File: config.mk
export PLATFORM = sky130hd
export DESIGN_NAME = nic_irq_status
export DESIGN_NICKNAME = d
export VERILOG_FILES = /design/src/rtl/nicsts_pkg.sv /design/src/rtl/nicsts_decode.sv /design/src/rtl/nicsts_status.sv /design/src/rtl/nicsts_regfile.sv /design/src/rtl/nic_irq_status.sv
export SDC_FILE = /design/constraint.sdc
export NUM_CORES = 1
export LEC_CHECK = 0
export BUFFER_PORTS_ARGS = -buffer_cell sky130_fd_sc_hd__buf_2
export CORE_ASPECT_RATIO = 1.25
export CORE_MARGIN = 3
export CORE_UTILIZATION = 48
export CTS_BUF_LIST = sky130_fd_sc_hd__clkbuf_16
export DETAILED_ROUTE_END_ITERATION = 6
export PLACE_DENSITY_LB_ADDON = 0.3
export SLEW_MARGIN = 20
export SYNTH_ARGS = -nofsm -noshare
export SYNTH_HDL_FRONTEND = slang
export SYNTH_SLANG_ARGS = --single-unit
File: constraint.sdc
create_clock -name clk -period 3.53 [get_ports clk]
set_clock_uncertainty 0.15 [all_clocks]
set_input_delay 0.1765 -clock clk [delete_from_list [all_inputs] [get_ports clk]]
set_output_delay 0.1765 -clock clk [all_outputs]
set_load 0.05 [all_outputs]
File: src/rtl/nicsts_pkg.sv
package nicsts_pkg;

    localparam int CSR_W     = 32;
    localparam int NUM_EVT   = 11;
    localparam int NUM_CSR   = 16;
    localparam int CSR_IDX_W = $clog2(NUM_CSR);

    // register indices that carry special behaviour
    localparam int IDX_BUSMODE = 0;
    localparam int IDX_STATUS  = 5;
    localparam int IDX_OPMODE  = 6;
    localparam int IDX_MISSED  = 8;

    // status word layout
    localparam int SUM_ABN_BIT = 15;
    localparam int SUM_NRM_BIT = 16;
    localparam int RXPS_LSB    = 17;
    localparam int TXPS_LSB    = 20;

    // operating-mode start bits
    localparam int OPM_RX_START = 1;
    localparam int OPM_TX_START = 13;

    typedef enum logic [3:0] {
        EV_TX_DONE, EV_TX_STOP, EV_TX_NOBUF, EV_JABBER, EV_UNDERFLOW,
        EV_RX_DONE, EV_RX_NOBUF, EV_RX_STOP, EV_RX_WDOG, EV_TIMER,
        EV_BUS_FAULT
    } evt_e;

    typedef struct packed {
        logic                 rd;
        logic                 wr;
        logic [CSR_IDX_W-1:0] idx;
        logic [CSR_W-1:0]     data;
    } csr_req_t;

    // status bit position of each event input
    function automatic int evt_bit(int k);
        case (k)
            int'(EV_TX_DONE):   return 0;
            int'(EV_TX_STOP):   return 1;
            int'(EV_TX_NOBUF):  return 2;
            int'(EV_JABBER):    return 3;
            int'(EV_UNDERFLOW): return 5;
            int'(EV_RX_DONE):   return 6;
            int'(EV_RX_NOBUF):  return 7;
            int'(EV_RX_STOP):   return 8;
            int'(EV_RX_WDOG):   return 9;
            int'(EV_TIMER):     return 11;
            default:            return 13;
        endcase
    endfunction

    // completions and missing transmit buffers are ordinary traffic
    function automatic logic evt_is_abnormal(int k);
        return !(k == int'(EV_TX_DONE) || k == int'(EV_TX_NOBUF) ||
                 k == int'(EV_RX_DONE));
    endfunction

    function automatic logic [CSR_W-1:0] class_mask(logic abnormal);
        logic [CSR_W-1:0] m;
        m = '0;
        for (int k = 0; k < NUM_EVT; k++)
            if (evt_is_abnormal(k) == abnormal) m[evt_bit(k)] = 1'b1;
        return m;
    endfunction

    function automatic logic [CSR_W-1:0] csr_reset_val(int idx);
        case (idx)
            IDX_BUSMODE: return 32'hFFF8_0000;
            IDX_STATUS:  return 32'hFC00_0000;
            IDX_MISSED:  return 32'hFFFE_0000;
            default:     return '0;
        endcase
    endfunction

    // process-state fields reported alongside the status word
    function automatic logic [CSR_W-1:0] proc_state(logic [CSR_W-1:0] opm);
        logic [CSR_W-1:0] r;
        r = '0;
        if (opm[OPM_RX_START]) r[RXPS_LSB +: 3] = 3'd3;
        if (opm[OPM_TX_START]) r[TXPS_LSB +: 3] = 3'd3;
        return r;
    endfunction

endpackage

File: src/rtl/nicsts_decode.sv
module nicsts_decode
    import nicsts_pkg::*;
#(
    parameter int ADDR_W = 8,
    parameter int STRIDE = 8
) (
    input  logic              sel,
    input  logic              wr,
    input  logic [ADDR_W-1:0] addr,
    input  logic [CSR_W-1:0]  wdata,
    output logic              hit,
    output csr_req_t          req
);
    localparam int SH     = $clog2(STRIDE);
    localparam int SLOT_W = ADDR_W - SH;

    logic [SLOT_W-1:0] slot;
    logic              aligned;
    logic              in_range;

    assign slot    = addr[ADDR_W-1:SH];
    assign aligned = (addr[SH-1:0] == '0);

    generate
        if (SLOT_W > CSR_IDX_W) begin : g_range
            assign in_range = (slot[SLOT_W-1:CSR_IDX_W] == '0);
        end else begin : g_full
            assign in_range = 1'b1;
        end
    endgenerate

    assign hit      = aligned & in_range;
    assign req.rd   = sel & ~wr & hit;
    assign req.wr   = sel & wr & hit;
    assign req.idx  = slot[CSR_IDX_W-1:0];
    assign req.data = wdata;

endmodule

File: src/rtl/nicsts_status.sv
module nicsts_status
    import nicsts_pkg::*;
(
    input  logic               clk,
    input  logic               rst,
    input  logic [NUM_EVT-1:0] evt_i,
    input  logic               clr_en,
    input  logic [CSR_W-1:0]   clr_mask,
    output logic [CSR_W-1:0]   sts_o,
    output logic               irq_o
);
    localparam logic [CSR_W-1:0] NRM_MASK = class_mask(1'b0);
    localparam logic [CSR_W-1:0] ABN_MASK = class_mask(1'b1);
    localparam logic [CSR_W-1:0] SUM_MASK =
        (CSR_W'(1) << SUM_ABN_BIT) | (CSR_W'(1) << SUM_NRM_BIT);

    logic [CSR_W-1:0] sts_q, sts_d, set_vec, kept;
    logic             irq_q;

    always_comb begin
        set_vec = '0;
        for (int k = 0; k < NUM_EVT; k++)
            set_vec[evt_bit(k)] = set_vec[evt_bit(k)] | evt_i[k];
    end

    // clear first, then set: a simultaneous event survives
    always_comb begin
        kept  = clr_en ? (sts_q & ~clr_mask) : sts_q;
        sts_d = kept | set_vec;
        sts_d[SUM_ABN_BIT] = |(sts_d & ABN_MASK);
        sts_d[SUM_NRM_BIT] = |(sts_d & NRM_MASK);
    end

    always_ff @(posedge clk) begin
        if (rst) begin
            sts_q <= csr_reset_val(IDX_STATUS);
            irq_q <= 1'b0;
        end else begin
            sts_q <= sts_d;
            irq_q <= sts_q[SUM_ABN_BIT] | sts_q[SUM_NRM_BIT];
        end
    end

    assign sts_o = sts_q;
    assign irq_o = irq_q;

    generate
        for (genvar g = 0; g < NUM_EVT; g++) begin : g_evt_chk
            localparam int P = evt_bit(g);
            AST_EVT_STICKS: assert property (@(posedge clk) disable iff (rst)
                evt_i[g] |=> sts_q[P]);
        end
    endgenerate

    AST_W1C_CLEARS: assert property (@(posedge clk) disable iff (rst)
        clr_en |=> ((sts_q & $past(clr_mask) & ~$past(set_vec) & ~SUM_MASK) == '0));

    AST_NRM_SUMMARY: assert property (@(posedge clk) disable iff (rst)
        sts_q[SUM_NRM_BIT] == |(sts_q & NRM_MASK));

    AST_ABN_SUMMARY: assert property (@(posedge clk) disable iff (rst)
        sts_q[SUM_ABN_BIT] == |(sts_q & ABN_MASK));

endmodule

File: src/rtl/nicsts_regfile.sv
module nicsts_regfile
    import nicsts_pkg::*;
#(
    parameter int NUM_REGS = NUM_CSR
) (
    input  logic             clk,
    input  logic             rst,
    input  csr_req_t         req,
    output logic [CSR_W-1:0] rd_word,
    output logic [CSR_W-1:0] opmode_o
);
    logic [NUM_REGS-1:0][CSR_W-1:0] bank;

    generate
        for (genvar i = 0; i < NUM_REGS; i++) begin : g_reg
            if (i == IDX_STATUS) begin : g_hole
                assign bank[i] = '0;
            end else begin : g_store
                logic [CSR_W-1:0] q;
                always_ff @(posedge clk) begin
                    if (rst)
                        q <= csr_reset_val(i);
                    else if (req.wr && req.idx == CSR_IDX_W'(i))
                        q <= req.data;
                    else if (i == IDX_MISSED && req.rd && req.idx == CSR_IDX_W'(i))
                        q <= '0;
                end
                assign bank[i] = q;
            end
        end
    endgenerate

    assign rd_word  = (req.idx == CSR_IDX_W'(IDX_MISSED)) ? '0 : bank[req.idx];
    assign opmode_o = bank[IDX_OPMODE];

    AST_MISSED_RD_CLEARS: assert property (@(posedge clk) disable iff (rst)
        (req.rd && req.idx == CSR_IDX_W'(IDX_MISSED)) |=> (bank[IDX_MISSED] == '0));

endmodule

File: src/rtl/nic_irq_status.sv
module nic_irq_status
    import nicsts_pkg::*;
#(
    parameter int ADDR_W = 8,
    parameter int STRIDE = 8
) (
    input  logic               clk,
    input  logic               rst,
    input  logic               bus_sel,
    input  logic               bus_wr,
    input  logic [ADDR_W-1:0]  bus_addr,
    input  logic [CSR_W-1:0]   bus_wdata,
    output logic [CSR_W-1:0]   bus_rdata,
    output logic               bus_rvalid,
    input  logic [NUM_EVT-1:0] evt_pulse,
    output logic               irq
);
    csr_req_t         req;
    logic             hit;
    logic [CSR_W-1:0] sts, rf_word, opmode, rd_mux;
    logic             is_status;
    logic [CSR_W-1:0] rdata_q;
    logic             rvalid_q;

    nicsts_decode #(.ADDR_W(ADDR_W), .STRIDE(STRIDE)) u_decode (
        .sel   (bus_sel),
        .wr    (bus_wr),
        .addr  (bus_addr),
        .wdata (bus_wdata),
        .hit   (hit),
        .req   (req)
    );

    assign is_status = (req.idx == CSR_IDX_W'(IDX_STATUS));

    nicsts_status u_status (
        .clk      (clk),
        .rst      (rst),
        .evt_i    (evt_pulse),
        .clr_en   (req.wr && is_status),
        .clr_mask (req.data),
        .sts_o    (sts),
        .irq_o    (irq)
    );

    nicsts_regfile #(.NUM_REGS(NUM_CSR)) u_regfile (
        .clk      (clk),
        .rst      (rst),
        .req      (req),
        .rd_word  (rf_word),
        .opmode_o (opmode)
    );

    assign rd_mux = is_status ? (sts | proc_state(opmode)) : rf_word;

    always_ff @(posedge clk) begin
        if (rst) begin
            rdata_q  <= '0;
            rvalid_q <= 1'b0;
        end else begin
            rvalid_q <= req.rd;
            if (req.rd) rdata_q <= rd_mux;
        end
    end

    assign bus_rdata  = rdata_q;
    assign bus_rvalid = rvalid_q;

    AST_IRQ_LAGS_SUMMARY: assert property (@(posedge clk) disable iff (rst)
        irq == $past(sts[SUM_ABN_BIT] | sts[SUM_NRM_BIT]));

    AST_BAD_ACCESS_SILENT: assert property (@(posedge clk) disable iff (rst)
        (bus_sel && !hit) |=> !bus_rvalid);

    AST_READ_ONE_CYCLE: assert property (@(posedge clk) disable iff (rst)
        (bus_sel && !bus_wr && hit) |=> bus_rvalid);

    AST_RX_FIELD_SHOWN: assert property (@(posedge clk) disable iff (rst)
        (bus_sel && !bus_wr && hit && is_status && opmode[OPM_RX_START])
            |=> (bus_rdata[RXPS_LSB +: 3] == 3'd3));

endmodule

After elaboration in Yosys (flattened, before gate mapping)

Index checks and enable logic that the tools add are counted.

Flip-flop bits (word level): 546
Bits in latches: 0
RAM bits: 0
Memory bits (read-only): 0
Bits of input ports: 55
Output and inout bits: 34
Word-level logic and storage cells: 78
Memories kept: 0

Add/subtract/negate cells: 0
Multiply operators: 0
Div/mod/pow operators: 0
Order comparisons: 1
Equality and inequality tests: 15
Shifts and indexed selects: 0
Muxes and demuxes: 9
Bitwise gates (word level): 12
Reduce and logical (&&, ||, !) cells: 22

Operators by type and width:

| operator                                                   | count |
|---|---|
| two-way mux 32 bit                                         | 6 |
| binary-select mux 32 bit (select 4 bit)                    | 1 |
| bitwise AND 32 bit                                         | 1 |
| == test 4 bit, second input constant                       | 8 |
| NOT 32 bit                                                 | 1 |
| bitwise OR 32 x 14 -> 32 bit                               | 1 |
| bitwise OR 32 x 23 -> 32 bit                               | 1 |
| logical AND 1 bit                                          | 17 |
| == test 4 x 3 -> 1 bit, second input constant              | 4 |
| == test 4 x 2 -> 1 bit, second input constant              | 2 |
| OR reduction 8 bit                                         | 1 |
| bitwise AND 1 bit                                          | 5 |
| less-than comparator 4 x 5 -> 1 bit, second input constant | 1 |
| == test 4 x 1 -> 1 bit, second input constant              | 1 |
| zero test 4 bit                                            | 1 |
| two-way mux 2 bit                                          | 2 |
| zero test 3 bit                                            | 1 |
| OR reduction 3 bit                                         | 1 |
| NOT 1 bit                                                  | 2 |
| nonzero test 2 bit                                         | 1 |
| bitwise OR 1 bit                                           | 1 |

Longest topological paths before layout

Gate-level depths: netlist (run 1).

Depth after elaboration: 7
Mapped depth: 8
Mapped depth without buffers: 4

Cells and area by module

Synthesis (run 1) repeated with hierarchy kept, for this count alone.

Cell total of the unflattened synthesis: 2733
Area, all modules: 22221.3 µm²

By module, submodules not included:

| module         | instances | cells each | area each (µm²) |
|---|---|---|---|
| nicsts_regfile | 1         | 2422       | 19279.7 |
| nic_irq_status | 1         | 151        | 1505.2 |
| nicsts_status  | 1         | 119        | 1118.6 |
| nicsts_decode  | 1         | 41         | 317.8 |

Worst setup path before layout (run 1)

Ideal clock, no wire load.

Path kind: input to register
Start: input bus_addr[3]
End: register rdata_q[17] (netlist: bus_rdata[17])
Setup time: 0.142 ns
Arrival time: 1.444 ns
Data required time: 3.238 ns
Setup slack: 1.794 ns
Stages: 7
Path buffers: 3
Cells stage by stage: buf_4 buf_6 buf_2 mux2_2 a221o_1 o211ai_1 a311oi_1

Word-level cells in the longest chain between the ends: 4
Elaborated cells between the ends (all ways): 6
Those cells by class: eq/ne: 2; mux: 4

RTL lines:

| item                                     | line                 | RTL |
|---|---|---|
| start: declaration                       | nic_irq_status.sv:11 | `input logic [ADDR_W-1:0] bus_addr,` |
| binary-select mux 32 bit (select 4 bit)  | nicsts_regfile.sv:33 | `assign rd_word = (req.idx == CSR_IDX_W'(IDX_MISSED)) ? '0 : bank[req.idx];` |
| two-way mux 32 bit (implied by the code) | nicsts_regfile.sv:33 |  |
| two-way mux 32 bit                       | nicsts_regfile.sv:33 |  |
| two-way mux 32 bit *                     | nic_irq_status.sv:54 | `assign rd_mux = is_status ? (sts \| proc_state(opmode)) : rf_word;` |
| end signal: assignment                   | nic_irq_status.sv:62 | `if (req.rd) rdata_q <= rd_mux;` |
| end: declaration                         | nic_irq_status.sv:22 | `logic [CSR_W-1:0] rdata_q;` |

Mark *: on every way between the ends. The rest lies on a longest branch, timed or not. The select of a mux whose other input is x is not followed.
A chain may end at the register's enable or synchronous reset.

Worst setup path in the final report (run 1)

Start: input bus_addr[6]
End: register u_regfile.g_reg[11].g_store.q[4]

Word-level cells in the longest chain between the ends: 2

RTL lines:

| item                   | line                 | RTL |
|---|---|---|
| == test 4 bit          | nicsts_regfile.sv:23 | `else if (req.wr && req.idx == CSR_IDX_W'(i))` |
| logical AND 1 bit      | nicsts_regfile.sv:23 |  |
| end signal: assignment | nicsts_regfile.sv:22 | `q <= csr_reset_val(i);` |
| end signal: assignment | nicsts_regfile.sv:24 | `q <= req.data;` |
| end: declaration       | nicsts_regfile.sv:19 | `logic [CSR_W-1:0] q;` |

Every way passes these cells.

==> flow_metrics.tcl, run 1 <==
set metrics [dict create \
    status "finished, final reports clean" \
    grt_setup_unrepaired "no" \
    syn_inst 2137 \
    place_hpwl_mm 38.8 \
    p_clk_frac 0.443 \
    path_cells "dlygate4sd3_1, buf_2, nor2b_4, buf_4, nand4_4, buf_4, mux2i_1, nor2_1, dlygate4sd3_1" \
    gp_congestion 0.819 \
    synth_top_area_share 0.459 \
    fillCellCount 3910 \
    critPathLaunchType "primary input" \
    area_growth_pct 12.4 \
    drv_slew 0 \
    async_flop_share 0 \
    hold_viol_final 0 \
    clk_pin_slew_worst_paths_ns 0.06 \
    p_per_area_nw_per_um2 466 \
    antenna_found_initial 7 \
    required_ns 3.86 \
    relSlewSlack 0.327 \
    cts_resized 0 \
    regArea_sq_um 10300 \
    cp.arrival_ns 3.31 \
    grt_max_degree 160 \
    synth_seq_cells 514 \
    cts_setup_buffers 0 \
    die_y_microns 248 \
    grt_util_all_layers 0.263 \
    cts-root-buf "clkbuf_16" \
    yosys-top-cells-area "dfxtp_1 46%, mux2i_1 21%, nor2_1 8.5%" \
    p_switching_mw 2.79 \
    path_class "primary input to register" \
    hold_path_class "primary input to register" \
    slowest_stage "dlygate4sd3_1" \
    vias 16700 \
    utilization 0.552 \
    route.detailed.drc 0 \
    yosys.area.top_type "dfxtp_1" \
    r2r-start "u_regfile.g_reg[15].g_store.q[18]" \
    ys_warn_count 0 \
    p_sw_frac 0.237 \
    io_buffer_count 88 \
    nets 2231 \
    power_mw 11.7 \
    drive_above_1_share 0.152 \
    via_per_inst 5.97 \
    timing.rr.end "bus_rdata[18]" \
    synthesis.nets 2192 \
    tns_ns 0 \
    power_frac_seq 0.498 \
    synth_cell_types 49 \
    setup_viol 0 \
    p_leak_nw 12.3 \
    min_to "bus_rdata[2]" \
    start_util 0.491 \
    synth-edff-count 0 \
    ys.flop_type "dfxtp_1" \
    grt_overflow_total 0 \
    ant_nets 0 \
    ff2ff_setup_slack_ns 1.82 \
    final_area_sq_um 25200 \
    critPathCaptureType "register" \
    multi_input_area_sq_um 10900 \
    cts_max_path_buffers 3 \
    syn-cell-area_sq_um 22400 \
    die_x_microns 199 \
    cts_tree "built" \
    cp_slowest_stage_delay_ns 0.57 \
    max_freq_mhz 335 \
    intPower_mw 8.96 \
    numCtsBuffers 52 \
    std_cell_rows 87 \
    cts_hold_buf 61 \
    vdd_ir_drop_max_mv 0.444 \
    die_area_sq_um 49300 \
    wl_mm 65.0 \
    avgSynthCellArea_sq_um 10.5 \
    drt_iter0_drc 1403 \
    holdCritStartpoint "bus_wr" \
    netlist_top_cells_count "514 x dfxtp_1, 507 x nor2_1, 470 x mux2i_1, 112 x clkbuf_1, 62 x mux4_2" \
    firstDrtPassIters 6 \
    synth.yosys.seq_area_share 0.459 \
    r2r_cells 4 \
    period_share 0.845 \
    place_area_sq_um 23000 \
    core-area_sq_um 45600 \
    combPwrFrac 0.059 \
    worst_pin_slew_ns 1.01 \
    grt_pass1_vias 16500 \
    crit_fanout 19 \
    cts.htree.levels 2 \
    worst_skew_pair.late_latency_ns 0.61 \
    grt_first_pass_wirelength_mm 100 \
    synth.most_common_cell "dfxtp_1" \
    cts.sinks 514 \
    wire_per_inst_microns 23.3 \
    min_period_ns 2.98 \
    cap_viol_max_count 0 \
    num_io_pins 89 \
    worstHoldPathCells 5 \
]
routing by layer:
metal / wire (microns) / GRT usage / share of wire / vias to the layer above
met5: 13 / 0 / 0.00020 / -
met4: 2280 / 0.0951 / 0.035 / 2
li1: - / - / - / 7636
met3: 4290 / 0.0459 / 0.066 / 153
met2: 31000 / 0.434 / 0.48 / 612
met1: 27400 / 0.346 / 0.42 / 8291
sequential cells by signal, indices dropped and copies added (netlist names):
signal and cells:
u_status.irq_o 1, u_status.sts_o 32, bus_rdata 32, u_regfile.g.g_store.q 416, u_regfile.opmode_o 32, bus_rvalid 1
how the worst max path moves through the flow:
stage           startpoint                                to  slack [ns]
6_report       bus_addr[6]  u_regfile.g_reg[11].g_store.q[4]        0.55
3_5_place_dp   bus_addr[4]                     bus_rdata[16]        0.90
2_1_floorplan  bus_addr[3]                     bus_rdata[17]        1.79
4_1_cts        bus_addr[6]  u_regfile.g_reg[11].g_store.q[4]        0.67
3_3_place_gp   bus_addr[4]                     bus_rdata[16]        0.91
5_1_grt        bus_addr[6]  u_regfile.g_reg[11].g_store.q[4]        0.46
power by group through the flow:
stage	Sequential (mW)	Combinational, mW	Clock (mW)
after global routing	5.84	0.735	5.53
after global placement	5.97	0.623	0
after CTS	5.84	0.687	5.29
after floorplan	5.98	0.402	0
final	5.84	0.697	5.20
after detailed placement	5.97	0.628	0
layout by cell type (no fill, tap or decap), types with 3 or more instances in the layout:
cell | synthesis | final
inv_1 | 12 | 19
a221o_1 | 32 | 32
dlygate4sd3_1 | 0 | 61
and4_1 | 4 | 3
clkinv_1 | 1 | 14
nand4_1 | 9 | 9
buf_4 | 40 | 47
mux2_2 | 33 | 33
buf_12 | 0 | 10
bufinv_16 | 0 | 3
mux4_2 | 62 | 62
clkinv_2 | 0 | 12
a31oi_1 | 3 | 3
nor4_1 | 5 | 5
o2bb2ai_1 | 30 | 30
o21ai_0 | 17 | 17
and2_1 | 4 | 3
clkbuf_16 | 0 | 53
and3_1 | 13 | 13
dfxtp_1 | 514 | 514
diode_2 | 0 | 4
o22ai_1 | 3 | 3
a22o_1 | 28 | 28
a21oi_1 | 37 | 37
mux2i_1 | 470 | 470
a21o_1 | 8 | 8
nand2_1 | 22 | 22
nor2_1 | 507 | 507
nand4_4 | 10 | 12
o211ai_1 | 32 | 32
nor2_4 | 1 | 3
buf_2 | 41 | 85
a311oi_1 | 30 | 30
critical path, delay by kind of cell:
kind | cells | cell delay, ns
AND/OR/NAND/NOR | 3 | 0.71
buffers and inverters | 5 | 2.20
multiplexers | 1 | 0.18
final cells by class:
| type | instances | area share |
|---|---|---|
| Multi-Input combinational cell | 1390 | 0.434 |
| Sequential cell | 514 | 0.409 |
| Timing Repair Buffer | 205 | 0.0641 |
| Clock buffer | 53 | 0.0527 |
| Tap cell | 578 | 0.0287 |
| Clock inverter | 38 | 0.00994 |
| Inverter | 13 | 0.00194 |
| Antenna cell | 4 | 0.000397 |
through the flow:
stage | cells | hold slack, ns | worst slack [ns]
2_1_floorplan | 2137 | 0.144 | 1.79
3_3_place_gp | 2639 | 0.249 | 0.911
3_5_place_dp | 2639 | 0.264 | 0.898
4_1_cts | 2791 | 0.00487 | 0.667
5_1_grt | 2795 | 0.0300 | 0.457
6_report | 2795 | 0.0261 | 0.548
cell families (layout without fill, tap and decap cells):
kind of cell	after synthesis	in the layout	synth area share
flip-flops	514	514	0.459
AO/OA/AOI/OAI	231	231	0.0804
other	0	4	0
buffers and inverters	233	309	0.0557
multiplexers	565	565	0.289
AND/OR/NAND/NOR	594	594	0.116
Power figures use the tool's default switching activity.
==> run 2: changes to the inputs <==
==> constraint.sdc (replaced) <==
create_clock -name clk -period 2.4 [get_ports clk]
set_clock_uncertainty 0.15 [all_clocks]
set_input_delay 0.12 -clock clk [delete_from_list [all_inputs] [get_ports clk]]
set_output_delay 0.12 -clock clk [all_outputs]
set_load 0.05 [all_outputs]
==> run 2 against run 1 <==
Compared with the run above:
- clock power increased by 51%
- die area unchanged
- sequential share of layout area decreased by 0.60 points
- combinational power increased by 51%
- critical path depth decreased by 1
- routed wire length decreased by 0.22%
- flip-flop and latch count unchanged
- cell area increased by 1.5%
- first-iteration DRC count decreased by 4.9%
- power increased by 49%
- global-route usage decreased by 0.22 points
- sequential power increased by 47%
==> flow_metrics.tcl, run 2 (synthesis results as in run 1) <==
set metrics [dict create \
    status "finished, final reports clean" \
    largest_register "u_regfile.g.g_store.q" \
    p_per_area_nw_per_um2 684 \
    crit_top_cell "dlygate4sd3_1" \
    required_ns 2.74 \
    area_growth_pct 14.1 \
    grt_util_all_layers 0.260 \
    std_cell_rows 87 \
    critPathCaptureType "register" \
    relSlewSlack 0.518 \
    cts-root-buf "clkbuf_16" \
    grt_first_pass_wirelength_mm 100 \
    die_y_microns 248 \
    crit_buf_inv 4 \
    start_util 0.491 \
    route.detailed.drc 0 \
    grt_pass1_vias 16900 \
    cts.htree.levels 2 \
    tns_ns 0 \
    setup_viol 0 \
    drv_slew 0 \
    max_freq_mhz 427 \
    firstDrtPassIters 5 \
    p_leak_nw 12.5 \
    post-place-ws_ns 0.295 \
    min_period_ns 2.34 \
    hold_viol_final 0 \
    core-area_sq_um 45600 \
    cts_tree "built" \
    cts.sinks 514 \
    worstHoldPathCells 4 \
    antenna_found_initial 5 \
    gp_congestion 0.828 \
    numCtsBuffers 52 \
    r2r_cells 4 \
    io_buffer_count 88 \
    wl_mm 64.8 \
    cap_viol_max_count 0 \
    cp_slowest_stage_delay_ns 0.58 \
    die_x_microns 199 \
    vdd_ir_drop_max_mv 0.667 \
    num_io_pins 89 \
    grt_overflow_total 0 \
    die_area_sq_um 49300 \
    final_common_cell "dfxtp_1" \
    period_share 0.976 \
    critPathLaunchType "primary input" \
    fillCellCount 3845 \
    drive_above_1_share 0.165 \
    grt_max_degree 154 \
    vias 16900 \
    hold_path_class "primary input to register" \
    cts_max_path_buffers 3 \
    drt_iter0_drc 1334 \
    path_class "primary input to register" \
    cp.arrival_ns 2.68 \
    place_hpwl_mm 40.1 \
    nets 2265 \
    worst_skew_pair.late_latency_ns 0.61 \
    fin_ws_ns 0.0574 \
    slowest_stage "dlygate4sd3_1" \
    wire_per_inst_microns 22.9 \
    largest_reg_flops 416 \
    via_per_inst 5.95 \
    path_cells "dlygate4sd3_1, buf_2, and4bb_4, buf_12, nand4_1, a21o_1, dlygate4sd3_1, a211o_1" \
    crit_cells 8 \
    ant_nets 0 \
    clk_pin_slew_worst_paths_ns 0.06 \
    crit_family "buffers and inverters" \
    worst_pin_slew_ns 0.723 \
    grt_setup_unrepaired "no" \
    layout_common_cells "514 x dfxtp_1, 507 x nor2_1, 470 x mux2i_1" \
    crit_fanout 21 \
]
## run 2: layer usage
| metal | share of wire | vias to the layer above | global-route usage |
|---|---|---|---|
| li1 | - | 7711 | - |
| met4 | 0.038 | 2 | 0.104 |
| met2 | 0.49 | 649 | 0.449 |
| met3 | 0.060 | 153 | 0.0375 |
| met1 | 0.41 | 8350 | 0.329 |
| met5 | 0.00026 | - | 0 |
## run 2: final timing paths
path	endpoint	slack (ns)	start
worst max register to register	bus_rdata[18]	0.66	u_regfile.g_reg[15].g_store.q[18]
worst min-delay path	bus_rdata[7]	0.06	bus_addr[5]
worst max-delay path	u_status.sts_o[16]	0.06	bus_addr[6]
worst min register to register	u_status.sts_o[27]	0.31	u_status.sts_o[27]
## run 2: where the power goes
part	switching, mW	total [mW]	leakage (nW)	internal (mW)
registers	0.0325	8.59	4.14	8.56
clock network	3.42	7.85	0.848	4.42
logic	0.708	1.05	7.55	0.347
total	4.16	17.5	12.5	13.3
## run 2: worst register-to-register path, cell delays in order (launching register included)
cell and delay [ns]:
dfxtp_1 0.31, mux4_2 0.45, a2bb2oi_1 0.16, and4_1 0.23, o32a_1 0.31
## run 2: area by class of cell
class,count,area [sq um],area share
timing repair buffer,239,1930,0.0756
clock inverter,43,299,0.0117
sequential,514,10300,0.403
inverter,13,52.6,0.00206
multi-input combinational,1390,10900,0.427
tap,578,723,0.0283
antenna,5,12.5,0.000490
clock buffer,53,1330,0.0519
## run 2: per-stage QoR
step / util / power [mW] / cell area (sq um) / cells / hold slack, ns
floorplan: - / 9.38 / 22400 / 2137 / 0.0874
global placement: 0.510 / 9.72 / 23200 / 2668 / 0.196
detailed placement: 0.510 / 9.73 / 23200 / 2668 / 0.205
CTS: 0.559 / 17.6 / 25500 / 2828 / 0.0198
global route: 0.560 / 18.0 / 25600 / 2834 / 0.0700
finish: 0.560 / 17.5 / 25600 / 2835 / 0.0610
## run 2: what timing repair did
| item | in CTS | in global routing |
|---|---|---|
| buffers inserted | 0 | 1 |
| hold endpoints to repair | 488 | 0 |
| gates resized for setup | 0 | 2 |
| hold buffers | 64 | 0 |
| endpoints found under the setup margin | 0 | 1 |
